`src/rtl/issue_pkg.sv`:
```
package issue_pkg;

  typedef enum logic [1:0] {
    S_FETCH,
    S_LOAD,
    S_ISSUE,
    S_LITGET
  } seqState_e;

  // strobes from control to datapath
  typedef struct packed {
    logic fetchBump;
    logic loadWord;
    logic slotStep;
    logic ipToTarget;
    logic ipToRet;
  } dpCtl_t;

  localparam int OP_NOP    = 0;
  localparam int OP_LIT    = 1;
  localparam int TAG_PACK  = 0;
  localparam int TAG_LONG  = 1;
  localparam int KIND_JMP  = 0;
  localparam int KIND_CALL = 1;
  localparam int KIND_CJMP = 2;
  localparam int KIND_RET  = 3;

endpackage

```
`src/rtl/issue_ctrl.sv`:
```
module issue_ctrl
  import issue_pkg::*;
#(
  parameter int SLOT_W = 6,
  parameter int TAG_W  = 2,
  parameter int KIND_W = 6
) (
  input  logic              clk,
  input  logic              rst,
  input  logic [TAG_W-1:0]  wordTag,
  input  logic [KIND_W-1:0] longKind,
  input  logic [SLOT_W-1:0] curOp,
  input  logic              lastSlot,
  input  logic              takenIn,
  output logic              memRd,
  output logic              opValid,
  output logic              litPush,
  output logic              callPush,
  output logic              retPop,
  output dpCtl_t            dpCtl
);

  seqState_e state, stateNext;

  always_ff @(posedge clk) begin
    if (rst) state <= S_FETCH;
    else     state <= stateNext;
  end

  always_comb begin
    stateNext = state;
    dpCtl     = '0;
    memRd     = 1'b0;
    opValid   = 1'b0;
    litPush   = 1'b0;
    callPush  = 1'b0;
    retPop    = 1'b0;
    unique case (state)
      S_FETCH: begin
        memRd           = 1'b1;
        dpCtl.fetchBump = 1'b1;
        stateNext       = S_LOAD;
      end
      S_LOAD: begin
        dpCtl.loadWord = 1'b1;
        stateNext      = S_ISSUE;
      end
      S_ISSUE: begin
        if (wordTag == TAG_W'(TAG_LONG)) begin
          stateNext = S_FETCH;
          if (longKind == KIND_W'(KIND_JMP)) begin
            dpCtl.ipToTarget = 1'b1;
          end else if (longKind == KIND_W'(KIND_CALL)) begin
            callPush         = 1'b1;
            dpCtl.ipToTarget = 1'b1;
          end else if (longKind == KIND_W'(KIND_CJMP)) begin
            dpCtl.ipToTarget = takenIn;
          end else if (longKind == KIND_W'(KIND_RET)) begin
            retPop        = 1'b1;
            dpCtl.ipToRet = 1'b1;
          end
        end else if (wordTag == TAG_W'(TAG_PACK)) begin
          if (curOp == SLOT_W'(OP_NOP)) begin
            stateNext = S_FETCH;
          end else begin
            opValid = 1'b1;
            if (curOp == SLOT_W'(OP_LIT)) begin
              // literal word read overlaps the issue cycle
              memRd           = 1'b1;
              dpCtl.fetchBump = 1'b1;
              stateNext       = S_LITGET;
            end else if (lastSlot) begin
              stateNext = S_FETCH;
            end else begin
              dpCtl.slotStep = 1'b1;
            end
          end
        end else begin
          stateNext = S_FETCH;
        end
      end
      S_LITGET: begin
        litPush = 1'b1;
        if (lastSlot) begin
          stateNext = S_FETCH;
        end else begin
          dpCtl.slotStep = 1'b1;
          stateNext      = S_ISSUE;
        end
      end
      default: stateNext = S_FETCH;
    endcase
  end

  // a filler slot sends the sequencer straight back to fetch
  p_nop_skip_r4: assert property (@(posedge clk) disable iff (rst)
    (state == S_ISSUE && wordTag == TAG_W'(TAG_PACK) && curOp == SLOT_W'(OP_NOP))
      |=> (state == S_FETCH));

  // a literal fetch always lands in the push state
  p_lit_state_r3: assert property (@(posedge clk) disable iff (rst)
    (state == S_ISSUE && opValid && curOp == SLOT_W'(OP_LIT)) |=> (state == S_LITGET));

endmodule

```
`src/rtl/issue_dpath.sv`:
```
module issue_dpath
  import issue_pkg::*;
#(
  parameter int WORD_W = 32,
  parameter int SLOT_W = 6,
  parameter int SLOTS  = 5,
  parameter int TAG_W  = 2,
  parameter int KIND_W = 6,
  parameter int ADDR_W = 24
) (
  input  logic              clk,
  input  logic              rst,
  input  dpCtl_t            dpCtl,
  input  logic [WORD_W-1:0] memData,
  input  logic [ADDR_W-1:0] retAddrIn,
  output logic [ADDR_W-1:0] memAddr,
  output logic [TAG_W-1:0]  wordTag,
  output logic [KIND_W-1:0] longKind,
  output logic [SLOT_W-1:0] curOp,
  output logic              lastSlot,
  output logic [WORD_W-1:0] litValue,
  output logic [ADDR_W-1:0] callRetAddr
);

  localparam int SLOT_IDX_W = $clog2(SLOTS);
  localparam int KIND_LSB   = WORD_W - TAG_W - KIND_W;

  logic [ADDR_W-1:0]     ipReg;
  logic [WORD_W-1:0]     wordReg;
  logic [SLOT_IDX_W-1:0] slotIdx;
  logic [SLOT_W-1:0]     slotArr [SLOTS];

  always_ff @(posedge clk) begin
    if (rst) begin
      ipReg   <= '0;
      wordReg <= '0;
      slotIdx <= '0;
    end else begin
      if (dpCtl.ipToTarget)     ipReg <= wordReg[ADDR_W-1:0];
      else if (dpCtl.ipToRet)   ipReg <= retAddrIn;
      else if (dpCtl.fetchBump) ipReg <= ipReg + ADDR_W'(1);
      if (dpCtl.loadWord) begin
        wordReg <= memData;
        slotIdx <= '0;
      end else if (dpCtl.slotStep) begin
        slotIdx <= slotIdx + SLOT_IDX_W'(1);
      end
    end
  end

  for (genvar g = 0; g < SLOTS; g++) begin : g_slot
    assign slotArr[g] = wordReg[g*SLOT_W +: SLOT_W];
  end

  always_comb begin
    curOp = '0;
    for (int k = 0; k < SLOTS; k++)
      if (slotIdx == SLOT_IDX_W'(k)) curOp = slotArr[k];
  end

  assign lastSlot    = (slotIdx == SLOT_IDX_W'(SLOTS - 1));
  assign wordTag     = wordReg[WORD_W-1 -: TAG_W];
  assign longKind    = wordReg[KIND_LSB +: KIND_W];
  assign memAddr     = ipReg;
  assign litValue    = memData;
  assign callRetAddr = ipReg;

  // the slot position never leaves the packed word
  p_slot_bound_r2: assert property (@(posedge clk) disable iff (rst)
    slotIdx <= SLOT_IDX_W'(SLOTS - 1));

  // a redirect replaces the pointer with the word's target field
  p_target_load_r5: assert property (@(posedge clk) disable iff (rst)
    dpCtl.ipToTarget |=> (ipReg == $past(wordReg[ADDR_W-1:0])));

endmodule

```
`src/rtl/packed_issue_seq.sv`:
```
module packed_issue_seq
  import issue_pkg::*;
#(
  parameter int WORD_W = 32,
  parameter int SLOT_W = 6,
  parameter int SLOTS  = 5,
  parameter int TAG_W  = 2,
  parameter int KIND_W = 6
) (
  input  logic                               clk,
  input  logic                               rst,
  output logic                               memRd,
  output logic [WORD_W-TAG_W-KIND_W-1:0]     memAddr,
  input  logic [WORD_W-1:0]                  memData,
  input  logic                               takenIn,
  input  logic [WORD_W-TAG_W-KIND_W-1:0]     retAddrIn,
  output logic                               opValid,
  output logic [SLOT_W-1:0]                  opCode,
  output logic                               litPush,
  output logic [WORD_W-1:0]                  litValue,
  output logic                               callPush,
  output logic [WORD_W-TAG_W-KIND_W-1:0]     callRetAddr,
  output logic                               retPop
);

  localparam int ADDR_W = WORD_W - TAG_W - KIND_W;

  dpCtl_t            dpCtl;
  logic [TAG_W-1:0]  wordTag;
  logic [KIND_W-1:0] longKind;
  logic              lastSlot;

  issue_ctrl #(.SLOT_W(SLOT_W), .TAG_W(TAG_W), .KIND_W(KIND_W)) u_ctrl (
    .clk(clk), .rst(rst), .wordTag(wordTag), .longKind(longKind),
    .curOp(opCode), .lastSlot(lastSlot), .takenIn(takenIn),
    .memRd(memRd), .opValid(opValid), .litPush(litPush),
    .callPush(callPush), .retPop(retPop), .dpCtl(dpCtl)
  );

  issue_dpath #(.WORD_W(WORD_W), .SLOT_W(SLOT_W), .SLOTS(SLOTS), .TAG_W(TAG_W),
                .KIND_W(KIND_W), .ADDR_W(ADDR_W)) u_dpath (
    .clk(clk), .rst(rst), .dpCtl(dpCtl), .memData(memData), .retAddrIn(retAddrIn),
    .memAddr(memAddr), .wordTag(wordTag), .longKind(longKind), .curOp(opCode),
    .lastSlot(lastSlot), .litValue(litValue), .callRetAddr(callRetAddr)
  );

  // first clock out of reset reads address 0
  p_reset_fetch_r1: assert property (@(posedge clk) disable iff (rst)
    $fell(rst) |-> (memRd && memAddr == '0 && !opValid && !litPush));

  // a literal issue is followed by its push one clock later
  p_lit_next_r3: assert property (@(posedge clk) disable iff (rst)
    (opValid && opCode == SLOT_W'(OP_LIT)) |=> litPush);

  // issue and push strobes never coincide
  p_one_strobe_r10: assert property (@(posedge clk) disable iff (rst)
    !(opValid && litPush));

  // a return redirects the next read to the sampled return address
  p_ret_redirect_r8: assert property (@(posedge clk) disable iff (rst)
    retPop |=> (memRd && memAddr == $past(retAddrIn)));

  // a call is followed by the fetch at its target
  p_call_fetch_r6: assert property (@(posedge clk) disable iff (rst)
    callPush |=> memRd);

endmodule

```
`config.mk`:
```
export PLATFORM = sky130hd
export DESIGN_NAME = packed_issue_seq
export DESIGN_NICKNAME = d
export VERILOG_FILES = /design/src/rtl/issue_pkg.sv /design/src/rtl/issue_ctrl.sv /design/src/rtl/issue_dpath.sv /design/src/rtl/packed_issue_seq.sv
export SDC_FILE = /design/constraint.sdc
export NUM_CORES = 1
export LEC_CHECK = 0
export CAP_MARGIN = 20
export CORE_MARGIN = 2
export CORE_UTILIZATION = 44
export CTS_CLUSTER_DIAMETER = 30
export DETAILED_ROUTE_END_ITERATION = 10
export PLACE_DENSITY = 0.81
export REMOVE_ABC_BUFFERS = 1
export SYNTH_ARGS = -nofsm -noshare
export SYNTH_HDL_FRONTEND = slang
export SYNTH_SLANG_ARGS = --single-unit
```
`constraint.sdc`:
```
create_clock -name clk -period 3.18 [get_ports clk]
set_input_delay 0.954 -clock clk [delete_from_list [all_inputs] [get_ports clk]]
set_output_delay 0.954 -clock clk [all_outputs]
set_load 0.02 [all_outputs]
```
Word level (Yosys, flattened, before mapping)
Index checks and enable logic that the tools add are counted.
{ "word_totals": {"register_bits": 61, "output_inout_bits": 91, "input_bits": 59} }
{ "classes": {"n_reduce_logical": 7, "n_mux": 47, "n_addsub": 2, "eq_ne": 13} }
{ "ops": {"columns": ["operator", "n"], "rows": [
  ["$mux W24", 3],
  ["$mux W6", 5],
  ["$mux W1", 28],
  ["$add A24 B1 Y24 const B", 1],
  ["$mux W2", 8],
  ["$eq A6 B1 Y1 const B", 2],
  ["$eq A6 B2 Y1 const B", 2],
  ["$logic_not A6 Y1", 2],
  ["$pmux W2 S4", 1],
  ["$eq A3 B2 Y1 const B", 2],
  ["$ne A6 B5 Y1 const B", 1],
  ["$eq A2 B1 Y1 const B", 2],
  ["$eq A2 B2 Y1 const B", 2],
  ["$logic_not A2 Y1", 2],
  ["$pmux W1 S2", 2],
  ["$add A3 B1 Y3 const B", 1],
  ["$eq A3 B1 Y1 const B", 1],
  ["$eq A3 B3 Y1 const B", 1],
  ["$logic_not A3 Y1", 1],
  ["$reduce_bool A3 Y1", 1],
  ["$reduce_or A2 Y1", 1]
]} }

Depth between registers and ports, before layout
Gate-level depths: netlist (run 1).
{ "logic_depth": {"ltp_word": 15, "ltp_mapped": 11, "ltp_nobuf": 10} }

By module
Synthesis (run 1) repeated with hierarchy kept, for this count alone.
{ "hier_totals": {"hier_cells": 513, "hier_area_um2": 4122.7} }
{ "by_module_without_submodules": {"columns": ["module", "seq_area_each_um2", "area_each_um2", "cells_each", "n_inst"], "rows": [
  ["issue_dpath", 1181.1, 3876.2, 485, 1],
  ["issue_ctrl", 40.0, 246.5, 28, 1]
]} }

Worst setup path after synthesis (run 1)
No wires, ideal clock.
{ "synth_timing": {"kind": "register to output", "start": "register u_dpath.slotIdx[0]", "end": "output memRd", "path_stages_with_launch": 9, "t_arrival_ns": 2.513, "setup_slack_ns": -0.287, "n_path_buf": 1, "path_cell_list": "dfxtp_1 ha_1 ha_1 or2_1 buf_4 o311ai_1 nor3_1 a21oi_1 inv_1"} }
{ "synth_via": {"elab_chain_cells": 12} }
{ "synth_lines": {"columns": ["element", "line", "source"], "rows": [
  ["start, declared", "issue_dpath.sv:30", "logic [SLOT_IDX_W-1:0] slotIdx;"],
  ["start signal, assigned", "issue_dpath.sv:46", "slotIdx <= slotIdx + SLOT_IDX_W'(1);"],
  ["$logic_not A3 Y1", "issue_dpath.sv:58", "if (slotIdx == SLOT_IDX_W'(k)) curOp = slotArr[k];"],
  ["$mux W6 (4 in series)", "issue_dpath.sv:58", null],
  ["$mux W6 (*)", "issue_dpath.sv:58", null],
  ["named net opCode[4]", "packed_issue_seq.sv:18", "output logic [SLOT_W-1:0] opCode,"],
  ["$eq A6 B1 Y1", "issue_ctrl.sv:67", "if (curOp == SLOT_W'(OP_LIT)) begin"],
  ["$mux W1", "issue_ctrl.sv:67", null],
  ["$mux W1 (*)", "issue_ctrl.sv:63", "if (curOp == SLOT_W'(OP_NOP)) begin"],
  ["$mux W1 (*)", "issue_ctrl.sv:62", "end else if (wordTag == TAG_W'(TAG_PACK)) begin"],
  ["$mux W1 (*)", "issue_ctrl.sv:49", "if (wordTag == TAG_W'(TAG_LONG)) begin"],
  ["$pmux W1 S2 (*)", "issue_ctrl.sv:38", "unique case (state)"],
  ["end, declared", "packed_issue_seq.sv:12", "output logic memRd,"]
]} }
The timed path passes the listed nets; every way through them passes the cells marked *.

Worst setup path in the final report (run 1)
{ "layout_timing": {"start": "register u_dpath.slotIdx[0]", "end": "output opValid"} }
{ "layout_via": {"elab_chain_cells": 11} }
{ "layout_lines": {"columns": ["element", "line", "source"], "rows": [
  ["$logic_not A3 Y1", "issue_dpath.sv:58", null],
  ["$mux W6 (4 in series)", "issue_dpath.sv:58", null],
  ["$mux W6 (*)", "issue_dpath.sv:58", null],
  ["$logic_not A6 Y1 (*)", "issue_ctrl.sv:63", null],
  ["$mux W1 (*)", "issue_ctrl.sv:63", null],
  ["$mux W1 (*)", "issue_ctrl.sv:62", null],
  ["$mux W1 (*)", "issue_ctrl.sv:49", null],
  ["$mux W1 (*)", "issue_ctrl.sv:38", null],
  ["end, declared", "packed_issue_seq.sv:17", "output logic opValid,"]
]} }
Mark *: on every way between the ends. The rest lies on a longest branch, timed or not.

==> metrics.txt, run 1 <==
Avg Cell Area, Syn=7.42 um2; dominant cell type by area after synthesis=dfxtp_1; Netlist cell types=54; Final nets=698; FF+latch count, synth=61; initial core utilization=0.445; Die Area=between 0.009 and 0.01 mm2; largest net degree at the start of global routing=40; Final HPWL DP=about 8500 um; clk buf depth=2; Mapped Cells=516; register area share after synthesis=0.319; CTS Sinks=61; clk_skew=approximately 8.6 ps; Worst-Skew Late Latency=340 ps; Routed WL=12100 um; CORE AREA=~0.0086 mm2; vias in the first global route=3862; GR Util All Layers=0.244; first-pass GRT wire length=19000 um; count of pins over their slew limit=0; EDFF count, synth=0; hold path cells=2; initial antenna violation count=0; P&R area growth vs syn=47.6%; final hold vios=0; CTS tree=done; Async SR Flop Fraction=0; ANT cells=0; result of the run=complete, but fails checks; failing checks=setup timing; R2R Path Start=u_dpath.slotIdx[0]; final setup margin=-215 ps; critical path launch point type=flip-flop; setup violators final=2; drt pass-1 iters=5; critical path class=reg2out; relative slew slack=0.549; ys flop type=dfxtp_1; synth top area cells=dfxtp_1 (32%), buf_4 (11%), nand2_1 (9.0%); Residual DRC=0; CTS buffer count=9; layout cells sized above 1=0.155; worst hold margin=465 ps; Final Cycle Share=1.07; cell area after synthesis=0.00383 mm2; drt via density=around 5.5; H-tree depth=3; Routability Congestion=0.883; post-route ant nets=0; synth warn=0; post-layout min period=3390 ps; Die Y=around 97 um; Filler cells=722; Overflow after GRT=0; peak supply drop=0.336 mV; CTS Hold Buffers Added=0; vias after detailed routing=4129; setup TNS=-334 ps; Die Width=97.3 um; Critical Path Fanout Max=5; Least-Margin Pin Slew=around 670 ps; Place WS=-371 ps; Routed WL per cell=around 16 um; Root Driver=clkbuf_8; Max Cap Viol=0; CP startpoint=u_dpath.slotIdx[0]; area of the multi-input gates=0.00222 mm2; Hold Crit Class=reg2reg; CP endpoint kind=primary output; RSZ-0062 raised after global routing=yes; critical path data arrival time=2440 ps; LEAKAGE=2.16 nW; f_max=~0.29 GHz; clk slew on worst S/H paths=60 ps; register area=about 0.0012 mm2; hold wc startpoint=u_dpath.wordReg[31]; area share of the largest cell type after synthesis=0.319; power density cells=498 mW/mm2; Iter 0 DRT Violations=~230; Rows=34; IO Pins=150; Total Power=2.82 mW; IO Port Bufs=between 100 and 150; Reg2Reg Depth=11; Req. time, crit path=2230 ps
[logic make-up after synthesis]
group,share of synthesized area
xor gates and xnor gates,0.0412
DFF,0.319
and+or+nand+nor,0.221
buffers and inverters,0.155
adders and majority gates,0.0196
AOI/OAI and AO/OA,0.237
muxes,0.00785
[final cells by class]
class,instances,area share
Clock buffer,12,0.0257
Clock inverter,4,0.00841
Inverter,13,0.00952
Multi-Input combinational cell,356,0.392
Sequential cell,61,0.217
Tap cell,108,0.0239
Timing Repair Buffer,192,0.323
[registers in the layout, indices dropped and copies added, names as in the netlist]
register	cells
u_dpath.callRetAddr	24
u_ctrl.state	2
u_dpath.wordReg	32
u_dpath.slotIdx	3
[cell usage in the layout (no fill, tap or decap), types with 11 or more instances in the layout]
cell type and count:
nor2_1 40, nand2_1 92, buf_4 38, dfxtp_1 59, nand3_1 12, a211oi_1 22, o21ai_0 13, xor2_1 11
a21oi_1 61, clkdlybuf4s50_1 139
[worst max-delay path, stage by stage, from the launching register on]
cell	delay (ps)
dfxtp_4	390
inv_4	60
ha_4	170
and2_1	190
buf_4	160
nand2_1	120
o311ai_4	130
or3_4	420
o31a_1	320
buf_6	140
[report_power, final]
group          switching (mW)  total, mW  internal, mW  leakage (nW)
combinational           0.577       1.13         0.551          1.56
sequential              0.141       1.00         0.861         0.501
clock                   0.306      0.687         0.381        0.0964
[synth_stat cells, drive strengths merged (9+ instances only)]
cell,n
nand3,13
dfxtp,61
a211oi,22
a21oi,64
buf,66
nor2b,9
nor2,40
inv,13
xor2,11
clkbuf,20
nand2,92
o21ai,15
[metal layers]
layer	vias up	part of all wire	global-route usage
li1	1987	-	-
met1	1944	0.43	0.325
met2	174	0.48	0.407
met3	24	0.063	0.0453
met4	0	0.021	0.0705
met5	-	0	0
[through the flow]
step / util / cell area (um2) / cells
after global placement: 0.598 / 5140 / 717
final: 0.658 / 5650 / 746
after floorplan: - / 3280 / 430
after global routing: 0.658 / 5650 / 746
after detailed placement: 0.598 / 5140 / 717
after CTS: 0.632 / 5430 / 735
[timing repair]
item / CTS / global route
gates resized for setup: 40 / 40
setup endpoints to repair: 8 / 8
hold endpoints to repair: 0 / 0
gates cloned: 0 / 1
pin swaps: 10 / 16
buffers inserted: 2 / 10
[final timing paths]
check | slack (ps) | end
max | -210 | opValid
max reg2reg | 350 | u_dpath.slotIdx[2]
min reg2reg | 460 | u_dpath.wordReg[31]
min | 460 | u_dpath.wordReg[31]
Power figures use the tool's default switching activity.
==> run 2, diff against run 1 <==
CORE_UTILIZATION = 45   (was 44)
CTS_BUF_LIST = sky130_fd_sc_hd__clkbuf_8   (was unset)
GPL_TIMING_DRIVEN = 0   (was unset)
PLACE_DENSITY = 0.82   (was 0.81)
==> run 2 against run 1 <==
- the flow still finishes with violations (setup timing)
- hold slack better by 16 ps
- count of clock-buffer cells in the layout decreased by 2
- sequential cell count did not move
- clock skew up 4.0 ps
- sequential power about the same
- combinational power about the same
- cell count down 3.1%
- total power rose by 3.1%
- via count grew 2.1%
- largest cell class unchanged
==> metrics.txt, run 2 (synthesis gave the netlist of run 1 again) <==
ANT cells=0; CTS buffer count=9; Critical Path Fanout Max=8; max reg flops=32; Iter 0 DRT Violations=393; register-to-register setup slack=80 ps; dpl cells=between 600 and 700; Final HPWL DP=8170 um; P&R area growth vs syn=45.7%; relative slew slack=0.370; drt pass-1 iters=7; CORE AREA=0.00822 mm2; CTS tree=done; Die Area=0.00926 mm2; setup TNS=-661 ps; clk_skew=12.6 ps; Residual DRC=0; Req. time, crit path=2230 ps; critical path data arrival time=between 2000 and 3000 ps; Max Cap Viol=0; Reg2Reg Depth=11; Routability Congestion=between 0.8 and 0.9; f_max=0.282 GHz; Routed WL per cell=17.7 um; Post-Layout Cell Count=723; final setup margin=-366 ps; drt via density=5.83; initial antenna violation count=0; critical path launch point type=flip-flop; clk buf depth=2; IO Port Bufs=149; LEAKAGE=roughly 2.1 nW; CP endpoint kind=primary output; Final nets=679; power density cells=521 mW/mm2; Worst R2R End=u_dpath.callRetAddr[6]; H-tree depth=3; IO Pins=150; Worst-Skew Late Latency=about 350 ps; Rows=33; largest net degree at the start of global routing=53; result of the run=complete, but fails checks; R2R Path Start=u_dpath.slotIdx[0]; Die Width=approximately 96 um; RSZ-0062 raised after global routing=yes; peak supply drop=0.241 mV; initial core utilization=0.466; Root Driver=clkbuf_8; failing checks=setup timing; CTS Hold Buffers Added=0; most frequent cells in the layout=clkdlybuf4s50_1 (140), nand2_1 (91), a21oi_1 (61); post-route ant nets=0; Largest Register=u_dpath.wordReg; Hold Crit Class=reg2reg; post-layout min period=3550 ps; CTS Sinks=~60; vias in the first global route=approximately 4000; Routed WL=12800 um; setup violators final=2; Least-Margin Pin Slew=945 ps; hold path cells=2; count of pins over their slew limit=0; WHS Endpoint=u_dpath.wordReg[30]; vias after detailed routing=4217; Die Y=96.2 um; critical path class=reg2out; first-pass GRT wire length=19100 um; hold wc startpoint=u_dpath.wordReg[30]; Overflow after GRT=0; layout cells sized above 1=0.131; final hold vios=0; Final Cycle Share=1.11; clk slew on worst S/H paths=approximately 70 ps; most common cell after layout, fill and taps aside=clkdlybuf4s50_1; GR Util All Layers=0.268
-- run 2: worst max-delay path by stage --
stage / from / cells after the start / slack (ps) / end
after floorplan: u_dpath.slotIdx[0] / 8 / -710 / u_dpath.callRetAddr[19]
after global placement: u_dpath.slotIdx[1] / 9 / -1380 / u_dpath.callRetAddr[19]
after detailed placement: u_dpath.slotIdx[1] / 9 / -830 / memRd
after CTS: u_dpath.slotIdx[0] / 9 / -280 / opValid
after global routing: u_dpath.slotIdx[0] / 9 / -430 / opValid
final: u_dpath.slotIdx[0] / 9 / -370 / opValid
-- run 2: layout make-up --
type | instances | area [um2]
Fill cell | 637 | 2640
Multi-Input combinational cell | 357 | 2240
Timing Repair Buffer | 172 | 1710
Sequential cell | 61 | 1230
Clock buffer | 10 | 138
Tap cell | 105 | 131
Clock inverter | 5 | 75.1
Inverter | 13 | 51.3
-- run 2: metal layers --
layer / wire length (um) / share of wire / global-route usage / vias to the layer above
li1: - / - / - / 1946
met1: 4970 / 0.39 / 0.328 / 1988
met2: 6350 / 0.50 / 0.456 / 242
met3: 1060 / 0.083 / 0.0431 / 41
met4: 412 / 0.032 / 0.127 / 0
met5: 0 / 0 / 0 / -
-- run 2: repair_timing --
item / 4_1_cts / 5_1_grt
setup buffers: 14 / 4
setup endpoints to repair: 33 / 12
gates resized for setup: 48 / 23
pin swaps: 7 / 11
cloned: 1 / 0
-- run 2: worst max-delay path, cell delays in order, from the launching register on --
cell	delay, ps
dfxtp_4	370
buf_6	120
ha_4	190
a21oi_2	150
o21ai_2	90
a221o_1	350
buf_6	140
or3_4	390
o31a_1	300
buf_6	140
-- run 2: where the power goes --
part | leakage, nW | total [mW] | internal (mW) | switching (mW)
logic | 1.47 | 1.13 | 0.530 | 0.604
clock network | 0.112 | 0.763 | 0.454 | 0.309
registers | 0.502 | 1.01 | 0.862 | 0.145
-- run 2: stage by stage --
step / util / total power [mW] / setup WS, ps / area [um2] / hold WS [ps]
after global placement: 0.597 / 1.98 / -1380 / 4910 / 452
final: 0.679 / 2.90 / -366 / 5580 / 481
after global routing: 0.679 / 3.04 / -429 / 5580 / 509
after detailed placement: 0.607 / 2.02 / -828 / 4990 / 469
after CTS: 0.667 / 2.84 / -276 / 5480 / 478
after floorplan: - / 1.49 / -713 / 3280 / 430
==> run 3, diff against run 2 <==
GPL_TIMING_DRIVEN = unset   (was 0)
==> run 3 against run 2 <==
- the run still ends with setup timing left
- fmax increased by 5.3%
- combinational power about the same
- total power increased by 2.3%
- cell area increased by 1.5%
- critical path depth decreased by 1
- clock power increased by 7.9%
- non-clock buffer count increased by 19
- hold slack got worse by 9.1 ps
- sequential power about the same
- first-iteration DRC count decreased by 41%
- global-route usage decreased by 0.77 points
- largest power group unchanged
==> metrics.txt, run 3 (synthesis gave the netlist of run 1 again) <==
result of the run=complete, but fails checks; failing checks=setup timing; relative slew slack=0.545; Routability Congestion=slightly below 0.9; clk buf depth=2; Reg2Reg Depth=11; most frequent cells in the layout=clkdlybuf4s50_1 (140), nand2_1 (92), a21oi_1 (61); max incr delay on CP=400 ps; Least-Margin Pin Slew=677 ps; Routed WL per cell=17.0 um; Max Cap Viol=0; P&R area growth vs syn=47.9%; power density cells=525 mW/mm2; Req. time, crit path=2230 ps; clk slew on worst S/H paths=70 ps; CP startpoint=u_dpath.slotIdx[0]; post-route ant nets=0; first-pass GRT wire length=18600 um; initial core utilization=0.466; CTS Hold Buffers Added=0; CTS tree=done; setup violators final=3; ANT cells=0; LEAKAGE=2.16 nW; drt via density=~5.6; Sw Pwr=around 1.0 mW; Worst-Skew Late Latency=350 ps; drt pass-1 iters=6; layout cells sized above 1=0.151; IO Port Bufs=149; largest net degree at the start of global routing=40; post-layout min period=around 3400 ps; initial antenna violation count=0; Hold Crit Class=reg2reg; Worst R2R End=u_dpath.callRetAddr[0]; worst hold margin=472 ps; Clk network pwr share=0.277; CP endpoint kind=primary output; critical path buffer and inverter count=3; Die Width=96.2 um; Post-DP Area=0.00515 mm2; clk_skew=8.98 ps; critical path launch point type=flip-flop; Final Cycle Share=1.06; sequential share of power=0.339; Largest Register=u_dpath.wordReg; critical path data arrival time=2410 ps; CTS Sinks=61; Final HPWL DP=8800 um; RSZ-0062 raised after global routing=yes; count of pins over their slew limit=0; register-to-register setup slack=400 ps; CTS buffer count=9; Root Driver=clkbuf_8; Slowest-stage cell, CP=or3_4; combinational share of power=0.384; Setup crit end=opValid; family with the most delay on the worst path=compound AO/OA/AOI/OAI gates; vias after detailed routing=4126; Filler cells=~670; Rows=33; Routed WL=12600 um; CORE AREA=0.00822 mm2; IO Pins=150; Finished Cell Area=0.00566 mm2; Die Area=0.00926 mm2; vias in the first global route=3805; Critical Path Fanout Max=5; final hold vios=0; final setup margin=-189 ps; Die Y=between 90 and 100 um; Total Power=2.97 mW; f_max=0.297 GHz; switching share of total power=0.352; Final nets=697; peak supply drop=0.347 mV; Residual DRC=0; H-tree depth=3; CP Depth=8; most common cell after layout, fill and taps aside=clkdlybuf4s50_1; Pint=1.92 mW; GR Util All Layers=0.260; CP Cell Sequence=inv_2 > ha_4 > buf_4 > a21oi_2 > a221o_1 > or3_4 > o31a_1 > buf_6; max reg flops=32; critical path class=reg2out; Overflow after GRT=0; Iter 0 DRT Violations=233; R2R Path Start=u_dpath.slotIdx[0]
-- run 3: cell count changes in the layout (fill, tap and decap cells not counted), moves of 2 or more --
cell / change
buf_4: +24
buf_12: -2
buf_8: -2
inv_2: +2
-- run 3: worst register-to-register path, stage by stage, from the launching register on --
cell	delay (ps)
dfxtp_4	360
inv_2	130
ha_4	220
buf_4	150
a21oi_2	50
a221o_1	360
or3_4	400
buf_4	160
o21ai_2	160
buf_4	290
a21boi_0	250
o22ai_1	110
-- run 3: area by class of cell --
cell class / count / area (um2) / area share
Tap cell: 105 / 131 / 0.0232
Clock buffer: 9 / 124 / 0.0219
Multi-Input combinational cell: 356 / 2230 / 0.394
Clock inverter: 6 / 104 / 0.0183
Inverter: 13 / 48.8 / 0.00862
Timing Repair Buffer: 191 / 1790 / 0.317
Sequential cell: 61 / 1230 / 0.217
-- run 3: how the worst min path moves through the flow --
stage | startpoint | endpoint | cells after the start
finish | u_dpath.wordReg[30] | u_dpath.wordReg[30] | 2
detailed placement | u_dpath.wordReg[31] | u_dpath.wordReg[31] | 2
global route | u_dpath.wordReg[30] | u_dpath.wordReg[30] | 2
CTS | u_dpath.wordReg[31] | u_dpath.wordReg[31] | 2
floorplan | u_dpath.wordReg[31] | u_dpath.wordReg[31] | 2
global placement | u_dpath.wordReg[31] | u_dpath.wordReg[31] | 2
-- run 3: timing repair --
action                                  in CTS  in global routing
pin swaps                                    9                 11
endpoints found under the setup margin       8                  8
resized for setup                           45                 25
setup buffers                                3                  8
-- run 3: per-layer routing --
metal / part of all wire / global-route usage / wire [um]
met3: 0.075 / 0.0368 / 948
met1: 0.41 / 0.335 / 5150
met4: 0.021 / 0.0893 / 270
met5: 0 / 0 / 0
met2: 0.50 / 0.444 / 6270
-- run 3: metrics by stage --
stage / setup WS (ps) / util / TNS [ps] / instances
global route: -228 / 0.689 / -461 / 741
finish: -189 / 0.689 / -293 / 741
global placement: -378 / 0.627 / -735 / 716
floorplan: -713 / - / -13660 / 430
detailed placement: -409 / 0.627 / -1160 / 716
CTS: -152 / 0.674 / -302 / 734
-- run 3: power groups by stage --
stage,Clock (mW),Sequential (mW),Combinational [mW]
CTS,0.819,1.00,1.10
floorplan,0,1.10,0.397
global route,0.849,1.02,1.22
global placement,0,1.01,1.04
finish,0.823,1.01,1.14
detailed placement,0,1.02,1.07
